`config.mk`:
```
export PLATFORM = sky130hd
export DESIGN_NAME = pin_stream_engine
export DESIGN_NICKNAME = d
export VERILOG_FILES = /design/src/rtl/pin_stream_engine.sv
export SDC_FILE = /design/constraint.sdc
export NUM_CORES = 1
export LEC_CHECK = 0
export BUFFER_PORTS_ARGS = -buffer_cell sky130_fd_sc_hd__buf_4
export CORE_ASPECT_RATIO = 0.7
export CORE_MARGIN = 1.5
export CORE_UTILIZATION = 50
export DETAILED_ROUTE_END_ITERATION = 10
export GPL_ROUTABILITY_DRIVEN = 0
export PLACE_DENSITY = 0.82
export SYNTH_ARGS = -nofsm -noshare
export SYNTH_HDL_FRONTEND = slang
export SYNTH_SLANG_ARGS = --single-unit
```
`constraint.sdc`:
```
create_clock -name clk -period 2 [get_ports clk]
set_input_delay 0.2 -clock clk [delete_from_list [all_inputs] [get_ports clk]]
set_output_delay 0.2 -clock clk [all_outputs]
set_load 0.005 [all_outputs]
```
`src/rtl/pin_stream_engine.sv`:
```
module pin_stream_engine #(
  parameter int CLK_HZ       = 250_000_000,
  parameter int INSTR_CYCLES = 188,
  parameter int MAX_PKT      = 32
) (
  input  logic       clk,
  input  logic       rst_n,
  input  logic       in_valid,
  input  logic [7:0] in_data,
  input  logic       in_last,
  output logic       in_ready,
  output logic       rsp_valid,
  output logic [7:0] rsp_data,
  input  logic       rsp_ready,
  input  logic [7:0] pin_in,
  output logic [5:0] pin_out,
  output logic [5:0] pin_oe,
  output logic       err
);

  localparam int US_CYCLES = CLK_HZ / 1_000_000;
  localparam int IW = $clog2(INSTR_CYCLES + 1);
  localparam int PW = $clog2(US_CYCLES + 1);
  localparam int XW = $clog2(MAX_PKT + 1);
  localparam logic [XW-1:0] MAXV  = XW'(MAX_PKT);
  localparam logic [IW-1:0] ILOAD = IW'(INSTR_CYCLES - 1);
  localparam logic [PW-1:0] PLOAD = PW'(US_CYCLES - 1);
  localparam logic [7:0] HDR  = 8'hAB;
  localparam logic [7:0] TERM = 8'h20;
  localparam logic [7:0] SMP  = 8'h00;

  typedef enum logic [1:0] {S_IDLE, S_RUN, S_SKIP} st_t;
  st_t st;

  logic [IW-1:0] icnt;
  logic [5:0]    ucnt;
  logic [PW-1:0] pcnt;
  logic [XW-1:0] idx;

  logic busy, take, over, exec;
  logic is_out, is_dir, is_dly, is_smp, is_end, is_bad;

  assign busy     = (icnt != '0) || (ucnt != '0);
  assign in_ready = !busy && !rsp_valid;
  assign take     = in_valid && in_ready;
  assign over     = idx >= MAXV;
  assign exec     = take && !over && (st == S_RUN);

  assign is_out = exec && (in_data[7:6] == 2'b10);
  assign is_dir = exec && (in_data[7:6] == 2'b01);
  assign is_dly = exec && (in_data[7:6] == 2'b11);
  assign is_smp = exec && (in_data == SMP);
  assign is_end = exec && (in_data == TERM);
  assign is_bad = exec && (in_data[7:6] == 2'b00) && !is_smp && !is_end;

  always_ff @(posedge clk) begin
    if (!rst_n) begin
      icnt <= '0;
      ucnt <= '0;
      pcnt <= '0;
    end else if (exec) begin
      icnt <= ILOAD;
      ucnt <= is_dly ? in_data[5:0] : 6'd0;
      pcnt <= PLOAD;
    end else if (icnt != '0) begin
      icnt <= icnt - 1'b1;
    end else if (ucnt != '0) begin
      if (pcnt == '0) begin
        pcnt <= PLOAD;
        ucnt <= ucnt - 1'b1;
      end else begin
        pcnt <= pcnt - 1'b1;
      end
    end
  end

  always_ff @(posedge clk) begin
    if (!rst_n) begin
      st  <= S_IDLE;
      idx <= '0;
    end else if (take) begin
      idx <= in_last ? '0 : (over ? idx : idx + 1'b1);
      if (in_last) st <= S_IDLE;
      else if (!over) begin
        case (st)
          S_IDLE:  st <= (in_data == HDR) ? S_RUN : S_SKIP;
          S_RUN:   if (is_end) st <= S_IDLE;
          default: st <= st;
        endcase
      end
    end
  end

  always_ff @(posedge clk) begin
    if (!rst_n) begin
      pin_out <= 6'h37;
      pin_oe  <= 6'h00;
    end else begin
      if (is_out) pin_out <= in_data[5:0];
      if (is_dir) pin_oe  <= in_data[5:0];
    end
  end

  always_ff @(posedge clk) begin
    if (!rst_n) begin
      rsp_valid <= 1'b0;
      rsp_data  <= 8'h00;
    end else if (is_smp) begin
      rsp_valid <= 1'b1;
      rsp_data  <= pin_in;
    end else if (rsp_valid && rsp_ready) begin
      rsp_valid <= 1'b0;
    end
  end

  always_ff @(posedge clk) begin
    if (!rst_n) err <= 1'b0;
    else if ((take && over) || is_bad) err <= 1'b1;
  end

  p_out_src_r2: assert property (@(posedge clk) disable iff (!rst_n)
    !$stable(pin_out) |-> $past(in_valid && in_ready && in_data[7:6] == 2'b10));

  p_oe_src_r3: assert property (@(posedge clk) disable iff (!rst_n)
    !$stable(pin_oe) |-> $past(in_valid && in_ready && in_data[7:6] == 2'b01));

  p_close_r4: assert property (@(posedge clk) disable iff (!rst_n)
    is_end |=> (st == S_IDLE));

  p_rsp_hold_r5: assert property (@(posedge clk) disable iff (!rst_n)
    (rsp_valid && !rsp_ready) |=> (rsp_valid && $stable(rsp_data)));

  p_gap_r6: assert property (@(posedge clk) disable iff (!rst_n)
    (exec && (INSTR_CYCLES > 1)) |=> !in_ready);

  p_no_take_r6: assert property (@(posedge clk) disable iff (!rst_n)
    rsp_valid |-> !in_ready);

  p_err_keep_r8: assert property (@(posedge clk) disable iff (!rst_n)
    err |=> err);

  p_last_r9: assert property (@(posedge clk) disable iff (!rst_n)
    (take && in_last) |=> (st == S_IDLE));

  p_drop_r10: assert property (@(posedge clk) disable iff (!rst_n)
    (take && over) |=> ($stable(pin_out) && $stable(pin_oe) && err));

endmodule

```
======== Word level (Yosys, flattened, before mapping) ========
Index checks and enable logic that the tools add are counted.
storage, ports and cells
  output and inout port bits .............. 23
  flip-flop bits (word level) ............. 52
  word-level logic and storage cells ...... 86
  input bits .............................. 21
cells by class
  equality and inequality tests ........... 9
  bitwise operators ....................... 2
  reductions and logical operators ........ 38
  magnitude comparators ................... 1
  multiplexer cells ....................... 20
  $add $sub $neg .......................... 4
operator list
  kind                 number
  $mux 8               6
  $mux 6               7
  $logic_not 8->1      2
  $sub 8x1->8 const B  2
  $logic_and 1x1->1    14
  $eq 8x6->1 const B   1
  $eq 8x8->1 const B   1
  $mux 2               4
  $reduce_bool 2->1    4
  $reduce_bool 8->1    1
  $add 6x1->6 const B  1
  $ge 6x6->1 const B   1
  $reduce_and 2->1     3
  $reduce_bool 6->1    1
  $sub 6x1->6 const B  1
  $logic_not 1->1      5
  $eq 2x1->1 const B   2
  $eq 2x2->1 const B   2
  $logic_not 2->1      2
  $ne 2x2->1 const B   2
  $pmux 2 s2           1
  $reduce_and 4->1     1
  $ne 3x3->1 const B   1
  $reduce_and 3->1     1
  5 further kinds      8

======== Longest topological paths before layout ========
  depth after elaboration ................. 12
  depth in mapped cells ................... 9

======== Worst setup path before layout ========
Ideal clock, no wire load.
  kind .................................... reg-to-reg
  start point ............................. reg ucnt[0]
  end point ............................... reg ucnt[2]
  stages on the path, launching flop included .. 10
  data required time ...................... 1.868 ns
  library setup time ...................... 0.132 ns
  path slack .............................. 0.021 ns
  clock period less this slack ............ 1.979 ns
  path buffers ............................ 2
  arrival ................................. 1.846 ns
  cells stage by stage .................... dfxtp_1 > inv_1 > ha_1 > or4b_1 > o211a_1 > buf_6 > and2_4 > buf_6 > a211oi_1 > a311oi_1
on the way
  longest elaborated chain between the ends .. 10
  elaborated cells on any way between the ends .. 18
  those cells by class .................... add/sub (1); eq/ne (1); mux (5); reduce/logical (11)
ends and longest elaborated chain
  element                                                               RTL line  text
  start: declaration                                                    36        logic [5:0] ucnt;
  start signal: assignment                                              63        ucnt <= is_dly ? in_data[5:0] : 6'd0;
  start signal: assignment                                              70        ucnt <= ucnt - 1'b1;
  parallel branches: the longest is 10 deep, another holds $sub 6x1->6  n/a
Parallel ways; which one is timed is not known. The select of a mux whose other input is x is not followed.
A chain may end at the register's enable or synchronous reset.

======== Worst setup path in the final report ========
  start point ............................. reg ucnt[0]
  end point ............................... reg ucnt[0]
Same word-level chain as after synthesis.

==> results.cfg <==
[synthesis]
synth_area_leaders = dfxtp_1 41%, mux2i_1 6.7%, nor2_1 5.3%
synthTopCellsByCount = 52 x dfxtp_1, 36 x nor2_1, 17 x mux2i_1, 16 x a21oi_1, 16 x nand2_1
synth_ff_type = dfxtp_1
ys_warn_count = 0
syn_inst = 283
synth-seq-cells = 52
synth_cell_types = 50
synth-edff-count = 0
synth.yosys.seq_area_share_pct = 40.8
syn-cell-area_mm2 = 0.00255
synth_most_common_cell = dfxtp_1
synth_top_area_share_pct = 40.8
syn_nets = 312
synth_top_cell_by_area = dfxtp_1
syn_avg_cell_area_um2 = 9.01
async_reset_ff_share_pct = 0

[floorplan]
core_mm2 = 0.00483
initial_core_util_pct = 52.7
die_w_um = 88.4
fp-row-count = 21
die_y_um = 62.8
io_pins = 44
die-area_mm2 = 0.00554

[place]
dpl_cell_area_mm2 = 0.00301
hpwl_um = 4240
dp_cells = 397
place_ws_ps = -15.1
io_buffers = 43

[route]
drt_wl_total_um = 6010
ant_nets = 0
routedWlPerCell_um = 14.6
drt-pass1-iter-count = 4
drc = 0
via_per_inst = 5.63
first_iter_violations = 155
num_vias = 2314

[clocking]
cts_tree = yes
cts.htree.levels = 2
cts.path.max_buffers = 2
clock_latency_ps = 300
clkTransAtPathRegs_ps = 100
ctsRootBufferMaster = clkbuf_8
cts_buffers = 5
cts_sinks = 52

[timing]
rsz0062_at_grt = yes
final_hold_viol_count = 0
fin_worst_skew_ps = 4.61
setup_slack_ps = 73.5
fmax_ghz = 0.519
finalSetupTns_ps = 0
tightest_slew_ps = 428
setup_viol = 0
whs_ps = 122
period_share_pct = 96.3
fin_crit_ps = 1930
slew_violations = 0
timing.slew.headroom_pct = 71.2

[final_layout]
nNetsFinal = 370
antenna_cells = 0
instances_no_fill = 411
syn_to_final_growth_pct = 26.3
finalInstanceArea_mm2 = 0.00322
drive_gt1_share_pct = 28.9

[worst_hold_path]
holdCritPathClass = in -> reg

[setup_path]
crit_family = simple AND/OR/NAND/NOR gates
critPathMaxStageDelay_ps = 470
cp-start-kind = flop
cp_num_buf_inv = 1
path_class = reg -> reg
timing.critical_path.cells = inv_2 > ha_2 > or4b_4 > o211a_4 > and2_4 > xnor2_1 > a211oi_2
cp_data_arrival_time_ps = 2160
cp-end-kind = flop
cp.required_ps = 2230
cp_max_fo = 7
cpMaxStageDelayCell = or4b_4

[global_routing]
grt_overflow_total = 0
first_global_vias = 2224
track_usage_pct = 23.0
antenna_found_initial = 0
grt_pass1_wl_um = 10200
grt_max_degree = 26

[run_status]
status = finished, final reports clean

[job]
maxCapViolations = 0

[power_and_ir_drop]
p_leak_nw = 1.33
power_density_mw_per_mm2 = 1390
ir_worst_vdd_mv = 0.633
[registers in the layout (all words and copies together), names as in the netlist, 2 cells and up]
register / count
icnt: 8
idx: 6
pcnt: 8
pin_oe: 6
pin_out: 6
rsp_data: 8
st: 2
ucnt: 6
[per-layer routing]
metal  GRT usage, %  routed length (µm)
met5              0                   0
met4           5.27                  40
met3           4.62                 321
met2           35.3                2740
met1           33.1                2910
[cell type report]
type	count	area, µm²
clock buffer	7	86.3
clock inverter	1	7.51
fill	389	1610
inverter	13	51.3
multi-input combinational	205	1450
sequential	52	1050
tap	69	86.3
timing repair buffer	64	488
[power breakdown]
part	switching [mW]	total, mW	internal (mW)
registers	0.264	1.50	1.24
logic	1.22	2.34	1.12
clock network	0.349	0.631	0.282
total	1.83	4.47	2.64
[logic make-up after synthesis]
| logic type | synth area share (%) |
|---|---|
| adders and majority gates | 3.93 |
| buffers and inverters | 4.51 |
| muxes | 6.67 |
| and+or+nand+nor | 24.4 |
| AOI/OAI and AO/OA | 14.5 |
| xor gates and xnor gates | 5.15 |
| DFF | 40.8 |
[repair_timing]
| item | CTS | global route |
|---|---|---|
| hold buffers | 0 | 0 |
| pin swaps | 1 | 5 |
| setup buffers | 1 | 5 |
| gates resized for setup | 2 | 23 |
| endpoints found under the setup margin | 8 | 38 |
[per-stage QoR]
stage               utilization [%]  total power, mW
finish                         66.6             4.47
global route                   66.6             4.77
CTS                            64.6             4.15
detailed placement             62.2             3.42
global placement               62.2             3.37
floorplan                         -             2.95
[worst min-delay path, cell delays in order]
cell and delay (ps):
buf_4 70, mux2i_1 50, nor2_1 70
[final timing paths]
kind | from | endpoint | slack (ps) | cells after the start
max | ucnt[0] | ucnt[0] | 70 | 7
min | pin_in[0] | rsp_data[0] | 120 | 3
max reg2reg | ucnt[0] | ucnt[0] | 70 | 7
min reg2reg | pin_out[5] | pin_out[5] | 500 | 2
[layout by cell type (no fill, tap or decap), types with 5 or more instances in the layout]
cell type	n
o21ai_0	12
ha_1	6
xor2_1	7
nand3_1	13
nand2_1	15
clkbuf_8	6
dfxtp_1	48
nor3_1	11
buf_4	62
nor2_1	35
inv_1	7
xnor2_1	8
mux2i_1	17
a21oi_1	16
a211oi_1	5
nand4_1	7
No activity file was read; power rests on OpenSTA's default activity.
